[src/rtl/pfi_pkg.sv]
package pfi_pkg;
  typedef enum logic [1:0] {
    SEL_CAUSE  = 2'd0,
    SEL_MASK   = 2'd1,
    SEL_STATUS = 2'd2,
    SEL_SPARE  = 2'd3
  } reg_sel_e;

  localparam int CAUSE_FM_BIT  = 0;
  localparam int CAUSE_PCM_BIT = 3;
endpackage

[src/rtl/pfi_status_bank.sv]
// Per-channel status bits and the PCM-pending record.
// A read-to-clear is applied first and any event second, so a new event wins.
module pfi_status_bank #(
  parameter int NUM_CH = 8,
  parameter int CH_W   = 3
) (
  input  logic              clk,
  input  logic              rst,
  input  logic              rd_clr,
  input  logic              ev_valid,
  input  logic [CH_W-1:0]   ev_chan,
  input  logic              ev_on,
  input  logic              ev_all,
  input  logic [NUM_CH-1:0] mask_q,
  output logic [NUM_CH-1:0] status_q,
  output logic              pend_q,
  output logic              pend_nx
);
  logic [NUM_CH-1:0] status_nx;

  genvar gi;
  generate
    for (gi = 0; gi < NUM_CH; gi++) begin : g_ch
      logic hit;
      assign hit = ev_valid && (ev_all || (ev_chan == CH_W'(gi)));
      always_comb begin
        if (hit)         status_nx[gi] = ev_on;
        else if (rd_clr) status_nx[gi] = 1'b0;
        else             status_nx[gi] = status_q[gi];
      end
    end
  endgenerate

  always_comb begin
    if (ev_valid)    pend_nx = ev_on && (ev_all || mask_q[ev_chan]);
    else if (rd_clr) pend_nx = 1'b0;
    else             pend_nx = pend_q;
  end

  always_ff @(posedge clk) begin
    if (rst) begin
      status_q <= '0;
      pend_q   <= 1'b0;
    end else begin
      status_q <= status_nx;
      pend_q   <= pend_nx;
    end
  end
endmodule

[src/rtl/pfi_host_regs.sv]
// Host register port: mask register, read mux and the read-to-clear strobe.
module pfi_host_regs
  import pfi_pkg::*;
#(
  parameter int NUM_CH = 8,
  parameter int DATA_W = 8
) (
  input  logic              clk,
  input  logic              rst,
  input  logic [1:0]        host_sel,
  input  logic              host_rd,
  input  logic              host_wr,
  input  logic [DATA_W-1:0] host_wdata,
  input  logic [NUM_CH-1:0] status_q,
  input  logic              fm_q,
  output logic [NUM_CH-1:0] mask_q,
  output logic              rd_clr,
  output logic [DATA_W-1:0] host_rdata
);
  reg_sel_e sel;
  assign sel    = reg_sel_e'(host_sel);
  assign rd_clr = host_rd && (sel == SEL_STATUS);

  always_ff @(posedge clk) begin
    if (rst)                            mask_q <= '0;
    else if (host_wr && sel == SEL_MASK) mask_q <= host_wdata[NUM_CH-1:0];
  end

  always_comb begin
    host_rdata = '0;
    case (sel)
      SEL_CAUSE: begin
        host_rdata[CAUSE_PCM_BIT] = |status_q;
        host_rdata[CAUSE_FM_BIT]  = fm_q;
      end
      SEL_MASK:   host_rdata = DATA_W'(mask_q);
      SEL_STATUS: host_rdata = DATA_W'(status_q);
      default:    host_rdata = '0;
    endcase
  end
endmodule

[src/rtl/pcm_fm_irq_merge.sv]
// Shared interrupt line for eight PCM channels and one FM source.
module pcm_fm_irq_merge #(
  parameter int NUM_CH = 8,
  parameter int DATA_W = 8,
  localparam int CH_W  = (NUM_CH > 1) ? $clog2(NUM_CH) : 1
) (
  input  logic              clk,
  input  logic              rst,
  input  logic              ev_valid,
  input  logic [CH_W-1:0]   ev_chan,
  input  logic              ev_on,
  input  logic              ev_all,
  input  logic              fm_irq,
  input  logic [1:0]        host_sel,
  input  logic              host_rd,
  input  logic              host_wr,
  input  logic [DATA_W-1:0] host_wdata,
  output logic [DATA_W-1:0] host_rdata,
  output logic              irq_out
);
  logic [NUM_CH-1:0] mask_q;
  logic [NUM_CH-1:0] status_q;
  logic              rd_clr;
  logic              pend_q;
  logic              pend_nx;
  logic              fm_q;

  pfi_host_regs #(.NUM_CH(NUM_CH), .DATA_W(DATA_W)) u_regs (
    .clk        (clk),
    .rst        (rst),
    .host_sel   (host_sel),
    .host_rd    (host_rd),
    .host_wr    (host_wr),
    .host_wdata (host_wdata),
    .status_q   (status_q),
    .fm_q       (fm_q),
    .mask_q     (mask_q),
    .rd_clr     (rd_clr),
    .host_rdata (host_rdata)
  );

  pfi_status_bank #(.NUM_CH(NUM_CH), .CH_W(CH_W)) u_bank (
    .clk      (clk),
    .rst      (rst),
    .rd_clr   (rd_clr),
    .ev_valid (ev_valid),
    .ev_chan  (ev_chan),
    .ev_on    (ev_on),
    .ev_all   (ev_all),
    .mask_q   (mask_q),
    .status_q (status_q),
    .pend_q   (pend_q),
    .pend_nx  (pend_nx)
  );

  // The line is high while either a PCM interrupt is pending or FM is active.
  always_ff @(posedge clk) begin
    if (rst) begin
      fm_q    <= 1'b0;
      irq_out <= 1'b0;
    end else begin
      fm_q    <= fm_irq;
      irq_out <= pend_nx | fm_irq;
    end
  end
endmodule

[config.mk]
export PLATFORM = sky130hd
export DESIGN_NAME = pcm_fm_irq_merge
export DESIGN_NICKNAME = d
export VERILOG_FILES = /design/src/rtl/pfi_pkg.sv /design/src/rtl/pfi_status_bank.sv /design/src/rtl/pfi_host_regs.sv /design/src/rtl/pcm_fm_irq_merge.sv
export SDC_FILE = /design/constraint.sdc
export NUM_CORES = 1
export LEC_CHECK = 0
export BUFFER_PORTS_ARGS = -buffer_cell sky130_fd_sc_hd__buf_2
export CORE_MARGIN = 5
export CORE_UTILIZATION = 53
export CTS_BUF_LIST = sky130_fd_sc_hd__clkbuf_4 sky130_fd_sc_hd__clkbuf_8
export DETAILED_ROUTE_END_ITERATION = 7
export GPL_ROUTABILITY_DRIVEN = 1
export PLACE_DENSITY = 0.91
export SLEW_MARGIN = 10
export SYNTH_ARGS = -nofsm -noshare
export SYNTH_HDL_FRONTEND = slang
export SYNTH_SLANG_ARGS = --single-unit
[constraint.sdc]
create_clock -name clk -period 1.75 [get_ports clk]
set_input_delay 0.35 -clock clk [delete_from_list [all_inputs] [get_ports clk]]
set_output_delay 0.35 -clock clk [all_outputs]
set_load 0.01 [all_outputs]
==> results of run 1 <==
worst reg2reg max path: cells and delay by family (launching register included):
kind	cells	cell delay [ns]
multiplexers	2	0.60
AO/OA/AOI/OAI	1	0.29
flip-flops	1	0.39
repair_timing:
action | 4_1_cts | 5_1_grt
endpoints found under the hold margin | 0 | 0
hold buffers | 0 | 0
setup endpoints to repair | 1 | 5
buffers inserted | 1 | 0
pin swaps | 2 | 2
gates resized for setup | 3 | 4
cloned | 0 | 0
stage by stage:
| step | TNS [ns] | instances |
|---|---|---|
| 2_1_floorplan | 0 | 138 |
| 3_3_place_gp | 0 | 184 |
| 5_1_grt | -0.128 | 189 |
| 4_1_cts | -0.0248 | 189 |
| 6_report | -0.0496 | 189 |
| 3_5_place_dp | 0 | 184 |
power breakdown:
group | switching [mW] | internal (mW) | total, mW
Clock | 0.134 | 0.104 | 0.238
Sequential | 0.0164 | 0.452 | 0.468
Combinational | 0.0954 | 0.0735 | 0.169
Total | 0.246 | 0.629 | 0.875
state kept, by name, indices dropped and copies added, names as in the netlist:
register / count
u_bank.status_q: 8
fm_q: 1
u_bank.pend_q: 1
irq_out: 1
u_regs.mask_q: 8
cell families (layout without fill, tap and decap cells):
group | count (synthesis) | after routing | synth area share
compound gates | 46 | 46 | 0.259
fa+ha+maj | 4 | 4 | 0.0454
buf+inv | 16 | 40 | 0.0613
flops | 19 | 19 | 0.345
mux | 5 | 5 | 0.0568
simple gates | 48 | 48 | 0.233
layout make-up:
class / instances / area (um2) / area share
tap: 27 / 33.8 / 0.0259
inverter: 4 / 15.0 / 0.0115
timing repair buffer: 32 / 168 / 0.129
clock buffer: 4 / 30.0 / 0.0230
multi-input combinational: 103 / 674 / 0.517
sequential: 19 / 383 / 0.294
cell usage in the layout, fill, tap and decap left out:
master    synthesis  layout
inv_1             4       4
mux2i_1           4       4
buf_4             0       3
nand3_1          16      16
and3_1            1       1
o21ai_0           7       7
nor2b_1           7       7
a21boi_0          2       1
mux4_2            1       1
nor4_4            0       1
clkbuf_4          0       4
nor3b_1           3       3
dfxtp_1          19      17
and3b_2           3       3
nor2_1            3       3
o22ai_1           1       1
a22oi_1           6       6
nand2_1          11      11
a31oi_1           1       1
ha_2              0       2
a221oi_1          1       1
a222oi_1          1       1
dfxtp_2           0       2
a21oi_1          18      18
a311oi_1          1       1
nor3_1            3       3
buf_2             0      29
a21boi_1          0       1
o211ai_1          8       8
ha_1              4       2
path summary, 6_finish.rpt:
check | start | endpoint | slack, ns | depth (start not counted)
hold / removal | host_wdata[0] | u_regs.mask_q[0] | 0.30 | 3
setup / recovery | u_bank.status_q[5] | host_rdata[3] | -0.05 | 5
setup reg to reg | u_regs.mask_q[6] | u_bank.pend_q | 0.38 | 3
hold reg to reg | u_bank.status_q[3] | u_bank.status_q[3] | 0.49 | 2
per-layer routing:
metal	up-vias	routed length, um
met2	66	1520
met1	544	1190
met5	-	0
met3	8	253
li1	557	-
met4	0	65
==> results.sh, run 1 <==
export IMPL_use_met2=0.314
export IMPL_cellPowerDensity_nw_per_um2=671
export IMPL_row_count=16
export IMPL_viasPerCell=6.22
export IMPL_yosysUniqueCellTypes=26
export IMPL_met1_usage=0.241
export IMPL_period_needed_ns=1.80
export IMPL_clk_pin_slew_ns=0.10
export IMPL_crit_buf_inv=1
export IMPL_postLayoutCellArea_um2=1300
export IMPL_cp_arrival_ns=1.45
export IMPL_ys_ff_latch=19
export IMPL_clockBufferDepth=2
export IMPL_fin_worst_skew_ns=0.00339
export IMPL_violations="negative setup slack"
export IMPL_crit_path_start_kind="register"
export IMPL_fillers=153
export IMPL_synth_ff_type="dfxtp_1"
export IMPL_die_w_um=55.6
export IMPL_grt_pass1_wl_um=4800
export IMPL_cp_end_kind="output pin"
export IMPL_grt_setup_unrepaired="yes"
export IMPL_yosysWarnings=0
export IMPL_wirelength_um=3020
export IMPL_grt_usage=0.191
export IMPL_synthTopCellsByCount="dfxtp_1, a21oi_1, nand3_1"
export IMPL_drt_iter0_drc=59
export IMPL_synth_edf_count=0
export IMPL_numCtsBuffers=3
export IMPL_synthCells=138
export IMPL_die_height_um=55.6
export IMPL_utilization=0.658
export IMPL_syn_nets=163
export IMPL_first_pass_iters=6
export IMPL_cp_slowest_cell="dfxtp_2"
export IMPL_yosysSeqAreaShare=0.345
export IMPL_final_max_slew_viol_count=0
export IMPL_min_path_type="in -> reg"
export IMPL_cts_root_buf="clkbuf_4"
export IMPL_core_um2=1980
export IMPL_max_cap_violations=0
export IMPL_ir_drop_mv=0.634
export IMPL_worstPathRequired_ns=1.40
export IMPL_grt_pass1_vias=1096
export IMPL_vias=1175
export IMPL_status="finished with violations"
export IMPL_clkLatencyLatePin_ns=0.29
export IMPL_cp_top_family="compound AO/OA/AOI/OAI gates"
export IMPL_leakagePower_nw=0.519
export IMPL_synth_avg_cell_area_um2=7.99
export IMPL_totalPowerFinal_mw=0.875
export IMPL_post_drt_wl_per_cell_um=16.0
export IMPL_overflow=0
export IMPL_crit_path_max_incr_delay_ns=0.36
export IMPL_finalHoldViolations=0
export IMPL_portBuffers=29
export IMPL_async_flop_share=0
export IMPL_path_cells="nor4_4 -> a21boi_1 -> o22ai_1 -> a21oi_1 -> buf_2"
export IMPL_synth_largest_area_cell="dfxtp_1"
export IMPL_grt_antenna_before_repair=0
export IMPL_syn_to_final_growth_pct=18.3
export IMPL_dp_hpwl_um=2100
export IMPL_diodes=0
export IMPL_fmax_ghz=0.556
export IMPL_post_place_ws_ns=0.00931
export IMPL_yosysTopAreaCellShare=0.345
export IMPL_whs_ns=0.303
export IMPL_slew_headroom=0.771
export IMPL_dieArea_um2=3090
export IMPL_start_util=0.556
export IMPL_cts_tree="yes"
export IMPL_drc_errors=0
export IMPL_synthesis_area_um2=1100
export IMPL_cts_sinks=19
export IMPL_setup_viol=1
export IMPL_setup_ws_ns=-0.0496
export IMPL_use_met3=0.0348
export IMPL_worst_slew_pin_slew_ns=0.343
export IMPL_fin_nets=188
export IMPL_gp_congestion=0.832
export IMPL_place_area_um2=1240
export IMPL_cts_htree_levels=1
export IMPL_cp_max_fo=3
export IMPL_yosysMostFrequentCell="dfxtp_1"
export IMPL_timing_final_crit_share=1.03
export IMPL_drive_gt1_frac=0.278
export IMPL_ios=30
export IMPL_postRouteAntennaNets=0
export IMPL_grt_start_max_net_pins=20
export IMPL_grt_busiest_layer="met2"
export IMPL_netlist_top_cells_area="dfxtp_1, a21oi_1, nand3_1"
export IMPL_path_class="reg -> out"
Note: power is estimated with default switching activity, not from simulation.
==> run 2: changes to the inputs <==
CORE_UTILIZATION = 55   (was 53)
CTS_BUF_LIST = sky130_fd_sc_hd__clkbuf_4 sky130_fd_sc_hd__clkbuf_8 sky130_fd_sc_hd__clkbuf_16   (was sky130_fd_sc_hd__clkbuf_4 sky130_fd_sc_hd__clkbuf_8)
PLACE_DENSITY = 0.93   (was 0.91)
clock period = 2.1 ns   (was 1.75 ns; I/O delays follow)
==> results.sh, run 2 (synthesis results as in run 1) <==
export IMPL_p_clk_frac=0.273
export IMPL_use_met2=0.354
export IMPL_use_met3=0.0409
export IMPL_fmax_ghz=0.512
export IMPL_worst_slew_pin_slew_ns=0.340
export IMPL_finalHoldViolations=0
export IMPL_wirelength_um=2840
export IMPL_syn_to_final_growth_pct=15.6
export IMPL_vias=1186
export IMPL_top_regs="u_bank.status_q x8, u_regs.mask_q x8"
export IMPL_combPwrFrac=0.187
export IMPL_cp_slowest_cell="nor4_1"
export IMPL_r2r_start="u_regs.mask_q[3]"
export IMPL_start_util=0.568
export IMPL_min_path_type="in -> reg"
export IMPL_min_to="u_regs.mask_q[7]"
export IMPL_cellPowerDensity_nw_per_um2=564
export IMPL_final_cell_mix="buf_2, dfxtp_1, a21oi_1"
export IMPL_grt_pass1_wl_um=4530
export IMPL_met1_usage=0.252
export IMPL_cp_max_fo=3
export IMPL_grt_busiest_layer="met2"
export IMPL_clkLatencyLatePin_ns=0.29
export IMPL_final_common_cell="buf_2"
export IMPL_cts_tree="yes"
export IMPL_cts_hold_buffers=0
export IMPL_period_needed_ns=1.95
export IMPL_cts_root_buf="clkbuf_4"
export IMPL_grt_start_max_net_pins=20
export IMPL_die_height_um=54.8
export IMPL_drc_errors=0
export IMPL_reg2reg_slack_ns=0.71
export IMPL_core_um2=1940
export IMPL_dieArea_um2=3000
export IMPL_cp_arrival_ns=1.53
export IMPL_die_w_um=54.8
export IMPL_postLayoutCellArea_um2=1270
export IMPL_tns_ns=0
export IMPL_path_class="reg -> out"
export IMPL_reg2reg_depth=3
export IMPL_viasPerCell=6.31
export IMPL_hold_path_depth=3
export IMPL_timing_final_crit_share=0.931
export IMPL_post_drt_wl_per_cell_um=15.1
export IMPL_min_delay_start="host_wdata[7]"
export IMPL_cts_htree_levels=1
export IMPL_fin_worst_skew_ns=0.00160
export IMPL_row_count=16
export IMPL_max_cap_violations=0
export IMPL_fillers=167
export IMPL_dp_hpwl_um=2070
export IMPL_numCtsBuffers=3
export IMPL_portBuffers=29
export IMPL_postRouteAntennaNets=0
export IMPL_worstPathRequired_ns=1.68
export IMPL_cp_end_kind="output pin"
export IMPL_grt_pass1_vias=1051
export IMPL_drt_iter0_drc=70
export IMPL_diodes=0
export IMPL_drive_gt1_frac=0.242
export IMPL_first_pass_iters=4
export IMPL_power_switching_mw=0.199
export IMPL_final_max_slew_viol_count=0
export IMPL_rr_endpoint="irq_out"
export IMPL_p_sw_frac=0.277
export IMPL_overflow=0
export IMPL_clockBufferDepth=2
export IMPL_ir_drop_mv=0.344
export IMPL_crit_buf_inv=1
export IMPL_crit_path_max_incr_delay_ns=0.37
export IMPL_cts_resized=0
export IMPL_ios=30
export IMPL_p_int_mw=0.519
export IMPL_setup_viol=0
export IMPL_postCtsSetupBuffers=0
export IMPL_slew_headroom=0.771
export IMPL_grt_setup_unrepaired="no"
export IMPL_crit_path_start_kind="register"
export IMPL_path_cells="nor4_1 -> a21boi_0 -> o22ai_1 -> a21oi_1 -> buf_2"
export IMPL_cts_sinks=19
export IMPL_leakagePower_nw=0.510
export IMPL_grt_usage=0.209
export IMPL_cp_top_family="compound AO/OA/AOI/OAI gates"
export IMPL_gp_congestion=0.837
export IMPL_status="completed"
export IMPL_place_area_um2=1240
export IMPL_fin_nets=187
export IMPL_p_seq_frac=0.540
export IMPL_grt_antenna_before_repair=0
export IMPL_clk_pin_slew_ns=0.10
run 2: cell types whose count changed in the layout (fill, tap and decap cells not counted), sizes merged:
cell	before	now
buf	32	31
run 2: cell type report:
class | instances | area, um2 | area share
clock buffers | 4 | 30.0 | 0.0236
inverters | 4 | 15.0 | 0.0118
multi-input cells | 103 | 654 | 0.514
flip-flops and latches | 19 | 380 | 0.299
well taps | 27 | 33.8 | 0.0265
repair buffers | 31 | 160 | 0.126
run 2: metal layers:
layer	vias up	wire length (um)
li1	553	-
met1	550	1170
met2	69	1350
met3	14	240
met4	0	76
met5	-	0
run 2: how the worst max path moves through the flow:
stage | end | slack, ns | cells past startpoint | from
CTS | host_rdata[3] | 0.17 | 5 | u_bank.status_q[4]
detailed placement | host_rdata[0] | 0.22 | 6 | host_sel[1]
finish | host_rdata[3] | 0.15 | 5 | u_bank.status_q[4]
global placement | host_rdata[0] | 0.29 | 6 | host_sel[1]
floorplan | host_rdata[0] | 0.23 | 6 | host_sel[1]
global route | host_rdata[3] | 0.08 | 5 | u_bank.status_q[4]
run 2: worst reg2reg max path, cell delays in order, from the launching register on:
cell	delay, ns
dfxtp_1	0.39
mux2i_1	0.09
mux4_2	0.50
a221oi_1	0.31
run 2: power groups by stage:
stage          sequential, mW  combinational, mW  clock, mW
2_1_floorplan           0.392             0.0873          0
6_report                0.388              0.134      0.196
5_1_grt                 0.389              0.148      0.209
4_1_cts                 0.387              0.132      0.199
3_5_place_dp            0.395              0.130          0
3_3_place_gp            0.395              0.123          0
run 2: per-stage QoR:
| step | setup WS, ns | hold slack (ns) | std cells | utilization | power, mW |
|---|---|---|---|---|---|
| final | 0.146 | 0.366 | 188 | 0.656 | 0.718 |
| after global routing | 0.0825 | 0.372 | 188 | 0.656 | 0.746 |
| after CTS | 0.168 | 0.364 | 188 | 0.656 | 0.718 |
| after detailed placement | 0.218 | 0.470 | 184 | 0.640 | 0.526 |
| after global placement | 0.291 | 0.464 | 184 | 0.640 | 0.518 |
| after floorplan | 0.235 | 0.448 | 138 | - | 0.480 |
